===== src/rtl/poll_pkg.sv =====
package poll_pkg;
  localparam int NUM_SVC = 5;
  localparam int NUM_CHN = 3;
  localparam int SVC_W   = 3;
  localparam int CHN_W   = 2;
  localparam int EN_BIT  = 7;

  typedef struct packed {
    logic             en;
    logic [SVC_W-1:0] svc;
    logic [CHN_W-1:0] chn;
  } slot_t;

  typedef enum logic [2:0] {
    ST_IDLE, ST_LISTEN, ST_HOLD, ST_SLEEP, ST_CAL
  } st_e;

  typedef enum logic [1:0] {
    TM_LISTEN, TM_HOLD, TM_SLEEP
  } tsel_e;
endpackage


===== src/rtl/poll_cfg.sv =====
module poll_cfg
  import poll_pkg::*;
#(
  parameter int NSLOT = 15,
  parameter int TW    = 16,
  parameter int AW    = 5,
  parameter int LW    = 4
) (
  input  logic                 clk,
  input  logic                 rst_n,
  input  logic                 we,
  input  logic [AW-1:0]        addr,
  input  logic [TW-1:0]        wdata,
  input  logic                 locked,
  input  logic                 err_clr,
  output slot_t [NSLOT-1:0]    slots,
  output logic  [LW-1:0]       len,
  output logic  [TW-1:0]       listen_len,
  output logic  [TW-1:0]       hold_len,
  output logic  [TW-1:0]       sleep_len,
  output logic  [TW-1:0]       cal_every,
  output logic                 err
);
  localparam int REG_BASE = 1 << $clog2(NSLOT);
  localparam logic [AW-1:0] A_LEN    = AW'(REG_BASE);
  localparam logic [AW-1:0] A_LISTEN = AW'(REG_BASE + 1);
  localparam logic [AW-1:0] A_HOLD   = AW'(REG_BASE + 2);
  localparam logic [AW-1:0] A_SLEEP  = AW'(REG_BASE + 3);
  localparam logic [AW-1:0] A_CAL    = AW'(REG_BASE + 4);

  logic wr_ok;
  assign wr_ok = we && !locked;

  always_ff @(posedge clk) begin
    if (!rst_n) begin
      slots <= '0;
    end else if (wr_ok) begin
      for (int i = 0; i < NSLOT; i++) begin
        if (addr == AW'(i)) begin
          slots[i].en  <= wdata[EN_BIT];
          slots[i].svc <= wdata[SVC_W-1:0];
          slots[i].chn <= wdata[SVC_W+CHN_W-1:SVC_W];
        end
      end
    end
  end

  always_ff @(posedge clk) begin
    if (!rst_n) begin
      len        <= '0;
      listen_len <= TW'(1);
      hold_len   <= TW'(1);
      sleep_len  <= TW'(1);
      cal_every  <= '0;
    end else if (wr_ok) begin
      case (addr)
        A_LEN:    len <= (wdata > TW'(NSLOT)) ? LW'(NSLOT) : wdata[LW-1:0];
        A_LISTEN: listen_len <= wdata;
        A_HOLD:   hold_len   <= wdata;
        A_SLEEP:  sleep_len  <= wdata;
        A_CAL:    cal_every  <= wdata;
        default:  ;
      endcase
    end
  end

  always_ff @(posedge clk) begin
    if (!rst_n)            err <= 1'b0;
    else if (we && locked) err <= 1'b1;
    else if (err_clr)      err <= 1'b0;
  end
endmodule


===== src/rtl/poll_pick.sv =====
module poll_pick
  import poll_pkg::*;
#(
  parameter int NSLOT = 15,
  parameter int LW    = 4,
  parameter int IW    = 4
) (
  input  slot_t [NSLOT-1:0] slots,
  input  logic  [LW-1:0]    len,
  input  logic  [IW-1:0]    cur_idx,
  input  logic              from_start,
  output logic              ok,
  output logic  [IW-1:0]    idx
);
  logic [NSLOT-1:0] elig;

  for (genvar g = 0; g < NSLOT; g++) begin : g_elig
    assign elig[g] = slots[g].en
                  && (slots[g].svc < SVC_W'(NUM_SVC))
                  && (slots[g].chn < CHN_W'(NUM_CHN))
                  && (LW'(g) < len)
                  && (from_start || (IW'(g) > cur_idx));
  end

  always_comb begin
    ok  = 1'b0;
    idx = '0;
    for (int i = NSLOT - 1; i >= 0; i--) begin
      if (elig[i]) begin
        ok  = 1'b1;
        idx = IW'(i);
      end
    end
  end
endmodule


===== src/rtl/poll_timer.sv =====
module poll_timer #(
  parameter int TW = 16
) (
  input  logic          clk,
  input  logic          rst_n,
  input  logic          load,
  input  logic [TW-1:0] val,
  output logic          done
);
  logic [TW-1:0] cnt_q;

  always_ff @(posedge clk) begin
    if (!rst_n)              cnt_q <= '0;
    else if (load)           cnt_q <= val;
    else if (cnt_q != '0)    cnt_q <= cnt_q - TW'(1);
  end

  assign done = (cnt_q == TW'(1));
endmodule


===== src/rtl/poll_ctrl.sv =====
module poll_ctrl
  import poll_pkg::*;
#(
  parameter int TW = 16,
  parameter int IW = 4
) (
  input  logic             clk,
  input  logic             rst_n,
  input  logic             cmd_start,
  input  logic             cmd_stop,
  input  logic             pre_det,
  input  logic             tel_found,
  input  logic             pick_ok,
  input  logic [IW-1:0]    pick_idx,
  input  logic [SVC_W-1:0] pick_svc,
  input  logic [CHN_W-1:0] pick_chn,
  input  logic             tmr_done,
  input  logic [TW-1:0]    cal_every,
  output st_e              state,
  output logic [IW-1:0]    cur_idx,
  output logic             tmr_load,
  output tsel_e            tmr_sel,
  output logic [SVC_W-1:0] svc_o,
  output logic [CHN_W-1:0] chn_o,
  output logic             event_irq,
  output logic             start_ok
);
  st_e           nxt;
  logic          adv, ev;
  logic [TW-1:0] cyc_q, cyc_nxt;

  always_comb begin
    nxt      = state;
    tmr_load = 1'b0;
    tmr_sel  = TM_LISTEN;
    adv      = 1'b0;
    ev       = 1'b0;
    start_ok = 1'b0;
    cyc_nxt  = cyc_q;
    case (state)
      ST_IDLE: begin
        if (cmd_start && !cmd_stop && pick_ok) begin
          nxt      = ST_LISTEN;
          tmr_load = 1'b1;
          adv      = 1'b1;
          start_ok = 1'b1;
          cyc_nxt  = '0;
        end
      end
      ST_LISTEN, ST_HOLD: begin
        if (cmd_stop) begin
          nxt = ST_IDLE;
        end else if (tel_found) begin
          nxt = ST_IDLE;
          ev  = 1'b1;
        end else if (state == ST_LISTEN && pre_det) begin
          nxt      = ST_HOLD;
          tmr_load = 1'b1;
          tmr_sel  = TM_HOLD;
        end else if (tmr_done) begin
          tmr_load = 1'b1;
          if (pick_ok) begin
            nxt = ST_LISTEN;
            adv = 1'b1;
          end else begin
            nxt     = ST_SLEEP;
            tmr_sel = TM_SLEEP;
          end
        end
      end
      ST_SLEEP: begin
        if (cmd_stop) begin
          nxt = ST_IDLE;
        end else if (tmr_done) begin
          if (cal_every != '0 && cyc_q == cal_every - TW'(1)) begin
            nxt     = ST_CAL;
            cyc_nxt = '0;
          end else begin
            cyc_nxt = cyc_q + TW'(1);
            if (pick_ok) begin
              nxt      = ST_LISTEN;
              tmr_load = 1'b1;
              adv      = 1'b1;
            end else begin
              nxt = ST_IDLE;
            end
          end
        end
      end
      ST_CAL: begin
        if (cmd_stop || !pick_ok) begin
          nxt = ST_IDLE;
        end else begin
          nxt      = ST_LISTEN;
          tmr_load = 1'b1;
          adv      = 1'b1;
        end
      end
      default: nxt = ST_IDLE;
    endcase
  end

  always_ff @(posedge clk) begin
    if (!rst_n) begin
      state     <= ST_IDLE;
      cur_idx   <= '0;
      svc_o     <= '0;
      chn_o     <= '0;
      event_irq <= 1'b0;
      cyc_q     <= '0;
    end else begin
      state     <= nxt;
      event_irq <= ev;
      cyc_q     <= cyc_nxt;
      if (adv) begin
        cur_idx <= pick_idx;
        svc_o   <= pick_svc;
        chn_o   <= pick_chn;
      end
    end
  end
endmodule


===== src/rtl/poll_seq.sv =====
module poll_seq
  import poll_pkg::*;
#(
  parameter  int NSLOT = 15,
  parameter  int TW    = 16,
  localparam int AW    = $clog2(1 << $clog2(NSLOT)) + 1,
  localparam int LW    = $clog2(NSLOT + 1),
  localparam int IW    = $clog2(NSLOT)
) (
  input  logic             clk,
  input  logic             rst_n,
  input  logic             cmd_start,
  input  logic             cmd_stop,
  input  logic             cfg_we,
  input  logic [AW-1:0]    cfg_addr,
  input  logic [TW-1:0]    cfg_wdata,
  input  logic             pre_det,
  input  logic             tel_found,
  output logic             rx_en,
  output logic [SVC_W-1:0] svc_o,
  output logic [CHN_W-1:0] chn_o,
  output logic             sleep_req,
  output logic             cal_req,
  output logic             event_irq,
  output logic             cfg_err
);
  slot_t [NSLOT-1:0] slots;
  logic  [LW-1:0]    len;
  logic  [TW-1:0]    listen_len, hold_len, sleep_len, cal_every;
  logic  [TW-1:0]    tmr_val;
  st_e               state;
  tsel_e             tmr_sel;
  logic  [IW-1:0]    cur_idx, pick_idx;
  logic              pick_ok, from_start, tmr_load, tmr_done, start_ok;

  assign from_start = (state == ST_IDLE) || (state == ST_SLEEP) || (state == ST_CAL);

  poll_cfg #(.NSLOT(NSLOT), .TW(TW), .AW(AW), .LW(LW)) u_cfg (
    .clk(clk), .rst_n(rst_n), .we(cfg_we), .addr(cfg_addr), .wdata(cfg_wdata),
    .locked(state != ST_IDLE), .err_clr(start_ok), .slots(slots), .len(len),
    .listen_len(listen_len), .hold_len(hold_len), .sleep_len(sleep_len),
    .cal_every(cal_every), .err(cfg_err)
  );

  poll_pick #(.NSLOT(NSLOT), .LW(LW), .IW(IW)) u_pick (
    .slots(slots), .len(len), .cur_idx(cur_idx), .from_start(from_start),
    .ok(pick_ok), .idx(pick_idx)
  );

  always_comb begin
    case (tmr_sel)
      TM_HOLD:  tmr_val = hold_len;
      TM_SLEEP: tmr_val = sleep_len;
      default:  tmr_val = listen_len;
    endcase
    if (tmr_val == '0) tmr_val = TW'(1);
  end

  poll_timer #(.TW(TW)) u_tmr (
    .clk(clk), .rst_n(rst_n), .load(tmr_load), .val(tmr_val), .done(tmr_done)
  );

  poll_ctrl #(.TW(TW), .IW(IW)) u_ctrl (
    .clk(clk), .rst_n(rst_n), .cmd_start(cmd_start), .cmd_stop(cmd_stop),
    .pre_det(pre_det), .tel_found(tel_found), .pick_ok(pick_ok),
    .pick_idx(pick_idx), .pick_svc(slots[pick_idx].svc),
    .pick_chn(slots[pick_idx].chn), .tmr_done(tmr_done), .cal_every(cal_every),
    .state(state), .cur_idx(cur_idx), .tmr_load(tmr_load), .tmr_sel(tmr_sel),
    .svc_o(svc_o), .chn_o(chn_o), .event_irq(event_irq), .start_ok(start_ok)
  );

  assign rx_en     = (state == ST_LISTEN) || (state == ST_HOLD);
  assign sleep_req = (state == ST_SLEEP);
  assign cal_req   = (state == ST_CAL);
endmodule


===== config.mk =====
export PLATFORM = sky130hd
export DESIGN_NAME = poll_seq
export DESIGN_NICKNAME = d
export VERILOG_FILES = /design/src/rtl/poll_pkg.sv /design/src/rtl/poll_cfg.sv /design/src/rtl/poll_pick.sv /design/src/rtl/poll_timer.sv /design/src/rtl/poll_ctrl.sv /design/src/rtl/poll_seq.sv
export SDC_FILE = /design/constraint.sdc
export NUM_CORES = 1
export LEC_CHECK = 0
export BUFFER_PORTS_ARGS = -buffer_cell sky130_fd_sc_hd__buf_2
export CORE_MARGIN = 8
export CORE_UTILIZATION = 60
export DETAILED_ROUTE_END_ITERATION = 8
export PLACE_DENSITY_LB_ADDON = 0.05
export SYNTH_ARGS = -nofsm -noshare
export SYNTH_HDL_FRONTEND = slang
export SYNTH_SLANG_ARGS = --single-unit

===== constraint.sdc =====
create_clock -name clk -period 4.6 [get_ports clk]
set_input_delay 0 -clock clk [delete_from_list [all_inputs] [get_ports clk]]
set_output_delay 0 -clock clk [all_outputs]
set_load 0.005 [all_outputs]

# After elaboration in Yosys (flattened, before gate mapping)

Index checks and enable logic that the tools add are counted.

Register bits: 204
Input port bits: 28
Output and inout bits: 10
Word-level logic and storage cells: 358

Add/sub/neg operators: 3
Magnitude comparators: 62
Eq/ne operators: 32
Multiplexer cells: 80
Bitwise logic cells: 2
Reduce and logical (&&, ||, !) cells: 121

Operators by type and width:

| operator                                                        | count |
|---|---|
| 2-to-1 mux 16 bit                                               | 7 |
| logical AND 1 bit                                               | 66 |
| 2-to-1 mux 4 bit                                                | 16 |
| one-hot mux 16 bit (2 select lines)                             | 2 |
| less-than comparator 3 bit (second input constant)              | 15 |
| AND reduction 2 bit                                             | 20 |
| == test 5 x 4 -> 1 bit (second input constant)                  | 7 |
| 2-to-1 mux 1 bit                                                | 35 |
| nonzero test 16 bit                                             | 2 |
| subtractor 16 x 1 -> 16 bit (second input constant)             | 2 |
| less-than comparator 2 bit (second input constant)              | 15 |
| greater-than comparator 4 bit (first input constant)            | 7 |
| less-than comparator 4 bit (first input constant)               | 7 |
| == test 5 bit (second input constant)                           | 5 |
| binary-select mux 6 bit (select 4 bit)                          | 1 |
| 2-to-1 mux 3 bit                                                | 8 |
| == test 5 x 3 -> 1 bit (second input constant)                  | 4 |
| logical OR 1 bit                                                | 19 |
| adder 16 x 1 -> 16 bit (second input constant)                  | 1 |
| == test 16 x 1 -> 1 bit (second input constant)                 | 1 |
| == test 16 bit                                                  | 1 |
| greater-than comparator 16 x 4 -> 1 bit (second input constant) | 1 |
| greater-than comparator 3 x 4 -> 1 bit (first input constant)   | 4 |
| logical NOT 16 bit                                              | 1 |
| other kinds (31)                                                | 53 |

# Logic depth before layout (Yosys ltp)

Gate-level depths: netlist of the first run.

Depth in word-level cells: 31
Depth in mapped cells: 20
Mapped depth without buffers: 16

# By module

A second synthesis of the first run with hierarchy kept.

Cells, all modules: 1226
Area, all modules: 10854.2 um2

Modules (own cells, without submodules):

| module     | instances | cells each | area each (um2) | seq. area each (um2) |
|---|---|---|---|---|
| poll_cfg   | 1         | 598        | 5947.0          | 3183.1 |
| poll_ctrl  | 1         | 272        | 2118.3          | 580.6 |
| poll_seq   | 1         | 126        | 1128.6          | 0.0 |
| poll_timer | 1         | 115        | 918.4           | 320.3 |
| poll_pick  | 1         | 115        | 742.0           | 0.0 |

# Least setup slack after synthesis of the first run

No wires, ideal clock.

Kind: register -> register
Start: register u_ctrl.state[2]
End: register u_tmr.cnt_q[0]
Library setup time: 59 ps
Arrival time: 3669 ps
Required time: 4541 ps
Path slack: 872 ps
Stages on the path, launching flop included: 19
Path buffers: 3
Period minus slack after synthesis: 3728 ps
Cells stage by stage: dfxtp_1 clkbuf_2 nand3b_4 inv_2 or4b_4 a22oi_2 nor4b_4 and2_2 nand2_1 ha_1 clkbuf_1 clkbuf_1 a22oi_1 nor2_1 a21oi_1 nand4_1 or4_1 o2111ai_1 o211a_1

Word-level cells in the longest chain between the ends: 31
Elaborated cells between the ends (all ways): 80
Classes of those cells: eq/ne: 6; mux: 34; reduce/logical: 40

RTL lines:

| element                                                            | line                            | RTL |
|---|---|---|
| start: declaration                                                 | poll_ctrl.sv:19                 | `output st_e state,` |
| start signal: assignment                                           | poll_ctrl.sv:112                | `state <= nxt;` |
| == test 3 x 2 -> 1 bit / logical NOT 3 bit (equally long branches) | poll_ctrl.sv:40, poll_seq.sv:36 |  |
| logical OR 1 bit (2 in a row)                                      | poll_seq.sv:36                  | `assign from_start = (state == ST_IDLE) \|\| (state == ST_SLEEP) \|\| (state == ST_CAL);` |
| logical OR 1 bit                                                   | poll_pick.sv:22                 | `&& (from_start \|\| (IW'(g) > cur_idx));` |
| logical AND 1 bit                                                  | poll_pick.sv:22                 |  |
| 2-to-1 mux 1 bit (15 in a row)                                     | poll_pick.sv:29                 | `if (elig[i]) begin` |
| 2-to-1 mux 2 bit                                                   | poll_ctrl.sv:62                 | `if (pick_ok) begin` |
| 2-to-1 mux 2 bit                                                   | poll_ctrl.sv:60                 | `end else if (tmr_done) begin` |
| 2-to-1 mux 2 bit                                                   | poll_ctrl.sv:56                 | `end else if (state == ST_LISTEN && pre_det) begin` |
| 2-to-1 mux 2 bit                                                   | poll_ctrl.sv:53                 | `end else if (tel_found) begin` |
| 2-to-1 mux 2 bit                                                   | poll_ctrl.sv:51                 | `if (cmd_stop) begin` |
| 2-to-1 mux 2 bit                                                   | poll_ctrl.sv:40                 | `case (state)` |
| == test 2 bit / == test 2 x 1 -> 1 bit (equally long branches)     | poll_seq.sv:51                  | `case (tmr_sel)` |
| one-hot mux 16 bit (2 select lines)                                | poll_seq.sv:51                  |  |
| logical NOT 16 bit                                                 | poll_seq.sv:56                  | `if (tmr_val == '0) tmr_val = TW'(1);` |
| 2-to-1 mux 16 bit                                                  | poll_seq.sv:56                  |  |
| 2-to-1 mux 16 bit                                                  | poll_timer.sv:14                | `else if (load) cnt_q <= val;` |
| end signal: assignment                                             | poll_timer.sv:14                |  |
| end signal: assignment                                             | poll_timer.sv:15                | `else if (cnt_q != '0) cnt_q <= cnt_q - TW'(1);` |
| end: declaration                                                   | poll_timer.sv:10                | `logic [TW-1:0] cnt_q;` |

Parallel ways exist; a longest one is shown, timed or not.
A chain may end at the register's enable or synchronous reset.

# Final worst setup path of the first run

Start: register u_ctrl.state[0]
End: register u_tmr.cnt_q[0]

The elaborated chain is that of the path after synthesis.

==> results of run 1 <==
layout by cell type (no fill, tap or decap), types with 9 or more instances in the layout:
master | synthesis | layout
buf_4 | 0 | 9
xnor2_1 | 20 | 20
inv_1 | 17 | 17
dfxtp_1 | 204 | 203
nand4_1 | 14 | 14
a21oi_1 | 26 | 26
a22oi_1 | 22 | 22
dlygate4sd3_1 | 0 | 18
nor4_1 | 12 | 11
and2_1 | 20 | 20
nor2_1 | 81 | 81
buf_2 | 11 | 36
o21ai_0 | 25 | 25
clkbuf_16 | 0 | 23
nand3_1 | 31 | 31
nor3_1 | 21 | 21
mux2i_1 | 143 | 143
nor2b_1 | 101 | 101
nand2_1 | 203 | 203
and3_1 | 14 | 14
xor2_1 | 22 | 22
or3_1 | 13 | 13
a21boi_0 | 60 | 60
critical path: stages (launching register included):
cell,delay (ps)
dfxtp_1,500
o21ai_1,240
or4b_4,540
a22oi_2,200
nor4b_4,360
and2_2,280
nand2_1,110
ha_2,600
nor2_1,90
a21oi_1,190
nand4_1,140
or4_1,550
o2111ai_1,120
o211a_1,170
per-layer routing:
layer / wire, microns / GRT usage (%) / vias to the layer above
met5: 0 / 0 / -
li1: - / - / 4467
met4: 1090 / 9.70 / 0
met3: 1440 / 3.68 / 60
met1: 13300 / 33.3 / 4267
met2: 13800 / 43.4 / 227
cell families after synthesis:
| kind of cell | Yosys count | synth area share, % |
|---|---|---|
| buffers and inverters | 102 | 3.81 |
| muxes | 150 | 13.8 |
| AOI/OAI and AO/OA | 220 | 15.5 |
| adders and majority gates | 6 | 0.680 |
| and+or+nand+nor | 554 | 25.8 |
| xor gates and xnor gates | 42 | 3.33 |
| DFF | 204 | 37.0 |
sequential cells by signal (all words and copies together), names as in the netlist, 16 cells and up:
signal / flops
u_cfg.sleep_len: 16
u_cfg.hold_len: 16
u_ctrl.cyc_q: 16
u_cfg.cal_every: 16
u_cfg.listen_len: 16
u_cfg.slots: 90
u_tmr.cnt_q: 16
worst paths after layout:
kind / startpoint / endpoint / cells past startpoint
worst max-delay path: u_ctrl.state[0]$_SDFFE_PN0P_ / u_tmr.cnt_q[0]$_SDFFE_PN0P_ / 13
worst min-delay path: cfg_wdata[2] / u_cfg.hold_len[2]$_SDFFE_PN0P_ / 3
worst max register to register: u_ctrl.state[0]$_SDFFE_PN0P_ / u_tmr.cnt_q[0]$_SDFFE_PN0P_ / 13
worst min register to register: u_cfg.hold_len[4]$_SDFFE_PN0P_ / u_cfg.hold_len[4]$_SDFFE_PN0P_ / 2
where the power goes:
part	switching (uW)	leakage (uW)	total, uW	internal (uW)
clock	737	0.000422	2050	1310
combinational	352	0.00236	606	254
sequential	58.3	0.00165	1880	1830
total	1150	0.00443	4540	3390
stage by stage:
step,cells,setup WS [ps],hold slack (ps),total power [uW],instance area (sq um)
3_3_place_gp,1468,400,252,2520,11200
3_5_place_dp,1468,340,248,2510,11200
4_1_cts,1528,297,0.804,4570,12300
5_1_grt,1528,66.3,34.3,4720,12300
6_report,1528,439,10.3,4540,12300
2_1_floorplan,1278,872,119,2360,11000
what timing repair did:
action,in CTS,in global routing
setup endpoints to repair,0,1
hold endpoints to repair,50,0
hold buffers,18,0
gates resized for setup,0,2
cell type report:
type                    count  area, sq um  share of cell area (%)
multi-input cells         972         6540                    53.3
clock inverters             8          173                    1.41
flip-flops and latches    204         4090                    33.3
repair buffers             63          428                    3.49
inverters                  18         67.6                   0.551
well taps                 229          287                    2.34
clock buffers              34          687                    5.60
==> impl_metrics.yaml, run 1 <==
die:
  dieArea_sq_um: 23000
  ios: 38
  core-area_sq_um: 18000
  start_util_pct: 61.2
  die_h_microns: 152
  die_w_microns: 152
  row_count: 49
logic_synthesis:
  yosysWarnings: 0
  avgSynthCellArea_sq_um: 8.63
  synth_flop_cell: "dfxtp_1"
  yosys.cell_types.count: 88
  post-synth-top-count-cell: "dfxtp_1"
  synth.area.top_cells: "dfxtp_1 37%, mux2i_1 13%, nand2_1 6.9%"
  synth_commonest_cells: "204 x dfxtp_1, 203 x nand2_1, 143 x mux2i_1, 101 x nor2b_1, 81 x nor2_1"
  synth_seq_cells: 204
  synth_seq_area_share_pct: 37.0
  synth.top_cell.area_share_pct: 37.0
  synth.largest_area_cell: "dfxtp_1"
  synth_edf_count: 0
  syn-instance-count: 1278
  netlist_area_sq_um: 11000
  synth_nets: 1312
  async_flop_share_pct: 0
timing:
  slew_violations: 0
  max_freq_mhz: 240
  post-route-period-util_pct: 90.4
  finalSetupTns_ps: 0
  max_slew_margin_pct: 26.8
  setup_viol_count_final: 0
  finalClockSkew_ps: 13.9
  worst_slew_pin_slew_ps: 1100
  period_needed_ps: 4160
  finalHoldViolCount: 0
  rsz0062_at_grt: "false"
drt:
  num_vias: 9021
  routedWlPerCell_microns: 19.4
  wirelength_microns: 29600
  drc: 0
  first_pass_iters: 5
  routed_via_density: 5.90
  drt_iter0_drc: 681
  postRouteAntennaNets: 0
placement:
  numPortBuffers: 37
  routabilityCongestion: 0.892
  hpwl_microns: 20600
cts:
  cts_setup_buffers: 0
  cts_root_buffer: "clkbuf_16"
  cts_tree: "built"
  clk_pin_slew_worst_paths_ps: 60
  numCtsBuffers: 23
  clockBufferDepth: 3
  cts_sinks: 204
  clk_latency_ps: 510
  h-tree-depth: 1
final_layout:
  area_delta_synth_final_pct: 11.2
  drive_gt1_share_pct: 10.3
  fin_util_pct: 68.1
  fillers: 1527
  diodes: 0
  final_nets: 1316
grt:
  grt-ovfl-total: 0
  track_usage_pct: 25.9
  grt_start_max_net_pins: 100
  antenna_found_initial: 0
  grt_pass1_wl_microns: 47600
  grt_pass1_vias: 8931
run:
  cap_violations: 0
critical_path:
  worst_ep_required_time_ps: 5050
  path_max_fanout: 26
  arrival_ps: 4610
  path_class: "flop to flop"
  r2r_slack_ps: 440
  cp-end-kind: "flop"
  cp-start-kind: "flop"
pwr:
  pwr_density_cell_nw_per_um2: 370
  p_leak_uw: 0.00443
  peakVddDrop_mv: 0.338
run_status:
  status: "finished clean"
min_path:
  hold_path.class: "input pin to flop"
No activity file was read; power rests on OpenSTA's default activity.
==> inputs of run 2 (changes only) <==
--- a/config.mk
+++ b/config.mk
@@ -12,4 +12,5 @@
 export PLACE_DENSITY_LB_ADDON = 0.05
 export SYNTH_ARGS = -nofsm -noshare
 export SYNTH_HDL_FRONTEND = slang
+export SYNTH_HIERARCHICAL = 1
 export SYNTH_SLANG_ARGS = --single-unit
==> impl_metrics.yaml, run 2 <==
pwr:
  peakVddDrop_mv: 0.348
  pwr_density_cell_nw_per_um2: 354
  power.total_uw: 4250
  p_leak_uw: 0.00490
drt:
  drt_iter0_drc: 706
  routedWlPerCell_microns: 19.2
  postRouteAntennaNets: 0
  first_pass_iters: 5
  wirelength_microns: 28600
  drc: 0
  routed_via_density: 6.12
  num_vias: 9113
timing:
  max_slew_margin_pct: 24.7
  finalClockSkew_ps: 23.6
  finalHoldViolCount: 0
  worst_slack_ps: 483
  setup_viol_count_final: 0
  worst_slew_pin_slew_ps: 1120
  period_needed_ps: 4120
  post-route-period-util_pct: 89.5
  max_freq_mhz: 243
  rsz0062_at_grt: "false"
  slew_violations: 0
  finalSetupTns_ps: 0
final_layout:
  final_area_sq_um: 12000
  drive_gt1_share_pct: 10.3
  fin_util_pct: 67.3
  area_delta_synth_final_pct: 10.6
  fillers: 1524
  regMostFlops: "u_cfg/slots"
  final_nets: 1280
  regArea_sq_um: 4080
  largest_register_ffs: 90
  diodes: 0
  layout_commonest_cell: "nand2_1"
  multi_input_area_sq_um: 6320
  final_cell_mix: "242 x nand2_1, 204 x dfxtp_1, 162 x mux2i_1, 69 x o21ai_0, 50 x nor2_1"
critical_path:
  r2r_slack_ps: 480
  worst_ep_required_time_ps: 5010
  cp_slowest_cell: "o211ai_1"
  path_buf_inv: 2
  path_class: "flop to flop"
  cp-end-kind: "flop"
  arrival_ps: 4520
  cp_top_family: "compound AO/OA/AOI/OAI gates"
  critical_path.cell_chain: "nor2_1, o21bai_1, buf_4, o2111ai_1, nand2_1, nor4_1, nand2_1, inv_1, nor2_1, and3_1, o211ai_1, a21oi_4, a21o_1, a22o_1"
  r2r_end: "u_ctrl/cyc_q[14]$_SDFFE_PN0P_"
  path_max_fanout: 17
  r2r_start: "u_ctrl/state[2]$_SDFFE_PN0P_"
  max_stage_delay_ps: 810
  cp-start-kind: "flop"
  r2r.worst_path.cells: 14
logic_synthesis:
  synth.largest_area_cell: "dfxtp_1"
  yosys.area_share.simple_pct: 21.8
  synth_flop_cell: "dfxtp_1"
  post-synth-top-count-cell: "nand2_1"
  synth_commonest_cells: "242 x nand2_1, 204 x dfxtp_1, 162 x mux2i_1, 69 x o21ai_0, 50 x nor2_1"
  synthXorXnorAreaFrac_pct: 2.26
  synthMuxAreaShare_pct: 18.6
  yosysWarnings: 6
  avgSynthCellArea_sq_um: 8.85
  async_flop_share_pct: 0
  synth.top_cell.area_share_pct: 37.6
  yosys.cell_types.count: 91
  synth_edf_count: 0
  synth-adder-area-share_pct: 0.692
  netlist_area_sq_um: 10900
  synth.area.top_cells: "dfxtp_1 38%, mux2i_1 15%, nand2_1 8.4%"
  synth_top_family_by_area: "simple AND/OR/NAND/NOR gates"
  synth_seq_cells: 204
  syn-instance-count: 1226
  synth_nets: 1260
  synth_seq_area_share_pct: 37.6
  synth_compound_area_share_pct: 14.7
grt:
  grt_pass1_vias: 8711
  grt_pass1_wl_microns: 45700
  antenna_found_initial: 0
  grt-ovfl-total: 0
  grt_start_max_net_pins: 123
  track_usage_pct: 24.7
min_path:
  min_path_cells: 3
  holdCritStartpoint: "cfg_addr[0]"
  min_to: "u_cfg/hold_len[3]$_SDFFE_PN0P_"
  hold_path.class: "input pin to flop"
cts:
  cts_tree: "built"
  cts_root_buffer: "clkbuf_16"
  clk_pin_slew_worst_paths_ps: 60
  numCtsBuffers: 23
  clockBufferDepth: 3
  clk_latency_ps: 520
  h-tree-depth: 1
  cts_sinks: 204
die:
  die_w_microns: 151
  die_h_microns: 151
  row_count: 49
  core-area_sq_um: 17800
  start_util_pct: 60.8
  ios: 38
  dieArea_sq_um: 22700
placement:
  routabilityCongestion: 0.948
  place_ws_ps: 421
  dpl_cell_area_sq_um: 11100
  numPortBuffers: 37
  hpwl_microns: 19400
run_status:
  status: "finished clean"
run:
  cap_violations: 0
run 2: cell count changes after synthesis, sizes merged, moves of 18 or more:
cell,delta
a21boi,-62
a211oi,+18
mux2i,+19
a21oi,+18
o21ai,+50
buf,+20
nor2b,-80
nor2,-31
nand2,+39
clkbuf,-24
run 2: worst max path at each step:
stage	start	endpoint	slack, ps	depth (start not counted)
after floorplan	u_ctrl/state[1]$_SDFFE_PN0P_	u_tmr/cnt_q[11]$_SDFFE_PN0P_	1170	20
after global placement	u_ctrl/state[1]$_SDFFE_PN0P_	u_tmr/cnt_q[0]$_SDFFE_PN0P_	510	16
after detailed placement	u_ctrl/state[1]$_SDFFE_PN0P_	u_tmr/cnt_q[0]$_SDFFE_PN0P_	420	16
after CTS	u_ctrl/state[1]$_SDFFE_PN0P_	u_tmr/cnt_q[0]$_SDFFE_PN0P_	410	16
after global routing	u_ctrl/state[2]$_SDFFE_PN0P_	u_tmr/cnt_q[0]$_SDFFE_PN0P_	120	16
final	u_ctrl/state[2]$_SDFFE_PN0P_	u_ctrl/cyc_q[14]$_SDFFE_PN0P_	480	14
run 2: cell families (layout without fill, tap and decap cells):
kind of cell | after synthesis | after routing
DFF | 204 | 204
and+or+nand+nor | 479 | 479
adders and majority gates | 6 | 6
muxes | 179 | 179
xor gates and xnor gates | 28 | 28
AOI/OAI and AO/OA | 238 | 238
buffers and inverters | 92 | 126
run 2: where the power goes:
| part | leakage, uW | total [uW] | switching, uW | internal, uW |
|---|---|---|---|---|
| Sequential | 0.00165 | 1890 | 69.4 | 1820 |
| Clock | 0.000369 | 1800 | 730 | 1070 |
| Combinational | 0.00288 | 556 | 331 | 225 |
run 2: area by class of cell:
class	instances	area share [%]
inverters	11	0.344
repair buffers	76	4.49
well taps	229	2.39
multi-input cells	930	52.7
clock buffers	29	5.23
flip-flops and latches	204	34.0
clock inverters	10	0.865
run 2: worst min-delay path: cells and delay by family:
| kind | cells | cell delay, ps |
|---|---|---|
| and+or+nand+nor | 1 | 160 |
| muxes | 1 | 130 |
| buffers and inverters | 1 | 220 |
run 2: routing by layer:
metal / vias up / global-route usage [%] / routed length [microns]
met4: 0 / 7.70 / 847
met2: 203 / 43.0 / 13900
li1: 4470 / - / -
met1: 4389 / 31.2 / 12900
met5: - / 0 / 0
met3: 51 / 2.86 / 1030
run 2: timing repair:
action / in CTS / in global routing
endpoints found under the hold margin: 57 / 0
setup endpoints to repair: 0 / 1
setup buffers: 0 / 0
gates resized for setup: 0 / 1
hold buffers: 22 / 0
run 2: through the flow:
step / cells / hold WS (ps)
finish: 1489 / 46.5
global route: 1489 / 70.2
CTS: 1489 / 28.3
detailed placement: 1428 / 246
global placement: 1428 / 232
floorplan: 1226 / 114
==> inputs of run 3 (changes only) <==
--- a/config.mk
+++ b/config.mk
@@ -8,8 +8,9 @@
 export BUFFER_PORTS_ARGS = -buffer_cell sky130_fd_sc_hd__buf_2
 export CORE_MARGIN = 8
 export CORE_UTILIZATION = 60
+export CTS_CLUSTER_SIZE = 25
 export DETAILED_ROUTE_END_ITERATION = 8
-export PLACE_DENSITY_LB_ADDON = 0.05
+export PLACE_DENSITY = 0.77
 export SYNTH_ARGS = -nofsm -noshare
 export SYNTH_HDL_FRONTEND = slang
 export SYNTH_HIERARCHICAL = 1
==> impl_metrics.yaml, run 3 (synthesis gave the netlist of run 2 again) <==
placement:
  place_ws_ps: 305
  numPortBuffers: 37
  placed_cells: 1424
  routabilityCongestion: 1.00
  hpwl_microns: 19700
critical_path:
  cp-end-kind: "flop"
  r2r_slack_ps: 540
  cp-start-kind: "flop"
  r2r.worst_path.cells: 20
  r2r_end: "u_tmr/cnt_q[14]$_SDFFE_PN0P_"
  r2r_start: "u_ctrl/state[1]$_SDFFE_PN0P_"
  path_class: "flop to flop"
  worst_ep_required_time_ps: 4980
  arrival_ps: 4440
  path_max_fanout: 12
die:
  ios: 38
  row_count: 49
  die_h_microns: 151
  core-area_sq_um: 17800
  dieArea_sq_um: 22700
  start_util_pct: 60.8
  die_w_microns: 151
timing:
  max_freq_mhz: 246
  finalClockSkew_ps: 8.58
  worst_slew_pin_slew_ps: 1160
  finalHoldViolCount: 0
  setup_viol_count_final: 0
  period_needed_ps: 4060
  hold_slack_ps: 20.2
  max_slew_margin_pct: 22.7
  worst_slack_ps: 539
  rsz0062_at_grt: "false"
  slew_violations: 0
  post-route-period-util_pct: 88.3
  finalSetupTns_ps: 0
drt:
  wl_met3_microns: 1500
  routedWlPerCell_microns: 19.7
  first_pass_iters: 5
  wl_met2_microns: 14400
  num_vias: 9370
  drt-met1-wl_microns: 12100
  top_layer_used: "met5"
  drc: 0
  postRouteAntennaNets: 0
  wirelength_microns: 29300
  drt_iter0_drc: 730
  routed_via_density: 6.30
cts:
  clockBufferDepth: 3
  h-tree-depth: 1
  numCtsBuffers: 23
  cts_tree: "built"
  cts_setup_buffers: 0
  clk_pin_slew_worst_paths_ps: 60
  cts_root_buffer: "clkbuf_16"
  cts_sinks: 204
  clk_latency_ps: 510
min_path:
  hold_path.class: "input pin to flop"
  holdCritStartpoint: "rst_n"
  min_path_cells: 3
  min_to: "u_cfg/sleep_len[13]$_SDFFE_PN0P_"
grt:
  grt-ovfl-total: 0
  grt_pass1_vias: 9246
  grt_start_max_net_pins: 77
  track_usage_pct: 25.4
  grt_pass1_wl_microns: 47000
  antenna_found_initial: 1
final_layout:
  multi_input_area_sq_um: 6330
  fillers: 1442
  drive_gt1_share_pct: 10.1
  layout_commonest_cell: "nand2_1"
  regArea_sq_um: 4080
  largest_register_ffs: 90
  regMostFlops: "u_cfg/slots"
  diodes: 0
  final_cell_mix: "242 x nand2_1, 204 x dfxtp_1, 162 x mux2i_1, 69 x o21ai_0, 50 x nor2_1"
  final_nets: 1277
  fin_cells: 1488
  area_delta_synth_final_pct: 11.1
pwr:
  power.total_uw: 4380
  p_leak_uw: 0.00490
  peakVddDrop_mv: 0.405
  pwr_density_cell_nw_per_um2: 363
run:
  cap_violations: 0
run_status:
  status: "finished clean"
-- run 3: cell types whose count changed in the layout (fill, tap and decap cells not counted), sizes merged --
cell / before / now
bufinv: 2 / 4
inv: 10 / 9
clkinv: 9 / 8
clkinvlp: 0 / 1
clkbuf: 29 / 30
buf: 54 / 50
dlygate4sd3: 22 / 23
-- run 3: worst max path at each step --
stage / from / end / slack (ps)
after global routing: u_ctrl/state[1]$_SDFFE_PN0P_ / u_tmr/cnt_q[9]$_SDFFE_PN0P_ / 180
after global placement: u_ctrl/state[1]$_SDFFE_PN0P_ / u_tmr/cnt_q[0]$_SDFFE_PN0P_ / 450
final: u_ctrl/state[1]$_SDFFE_PN0P_ / u_tmr/cnt_q[14]$_SDFFE_PN0P_ / 540
after CTS: u_ctrl/state[1]$_SDFFE_PN0P_ / u_tmr/cnt_q[0]$_SDFFE_PN0P_ / 260
after floorplan: u_ctrl/state[1]$_SDFFE_PN0P_ / u_tmr/cnt_q[11]$_SDFFE_PN0P_ / 1170
after detailed placement: u_ctrl/state[1]$_SDFFE_PN0P_ / u_tmr/cnt_q[0]$_SDFFE_PN0P_ / 300
-- run 3: per-stage QoR --
stage	area, sq um	utilization [%]
floorplan	10900	-
global placement	11000	61.8
detailed placement	11000	61.8
CTS	12100	67.6
global route	12100	67.6
finish	12100	67.6
-- run 3: area by class of cell --
class	instances	area share (%)
flip-flops and latches	204	33.9
repair buffers	73	4.38
inverters	11	0.342
multi-input cells	930	52.5
clock inverters	11	1.40
clock buffers	30	5.16
well taps	229	2.38
-- run 3: layer usage --
metal,track usage (%),up-vias
met2,44.3,291
met1,30.2,4536
met5,0,-
met3,3.91,78
li1,-,4463
met4,11.5,2
-- run 3: critical path, stage by stage (launching register included) --
cell,delay (ps)
dfxtp_1,550
nand2_1,110
nor2_1,120
o21bai_2,270
nand2b_4,280
nor2_1,70
o32ai_1,400
nor3_1,140
nor2b_1,160
nand2_1,110
inv_1,80
nor2_1,250
o211ai_1,180
inv_1,80
nor3_1,50
a31oi_1,150
buf_4,180
clkinv_1,180
buf_4,230
nand3_1,210
o21ai_0,140
-- run 3: what timing repair did --
item / 4_1_cts / 5_1_grt
hold endpoints to repair: 57 / 0
hold buffers: 23 / 0
endpoints found under the setup margin: 0 / 6
gates resized for setup: 0 / 2
-- run 3: report_power, final --
group | internal (uW) | leakage [uW] | switching (uW) | total [uW]
clock | 1180 | 0.000387 | 734 | 1910
combinational | 225 | 0.00287 | 346 | 571
sequential | 1820 | 0.00165 | 71.1 | 1900
total | 3230 | 0.00490 | 1150 | 4380
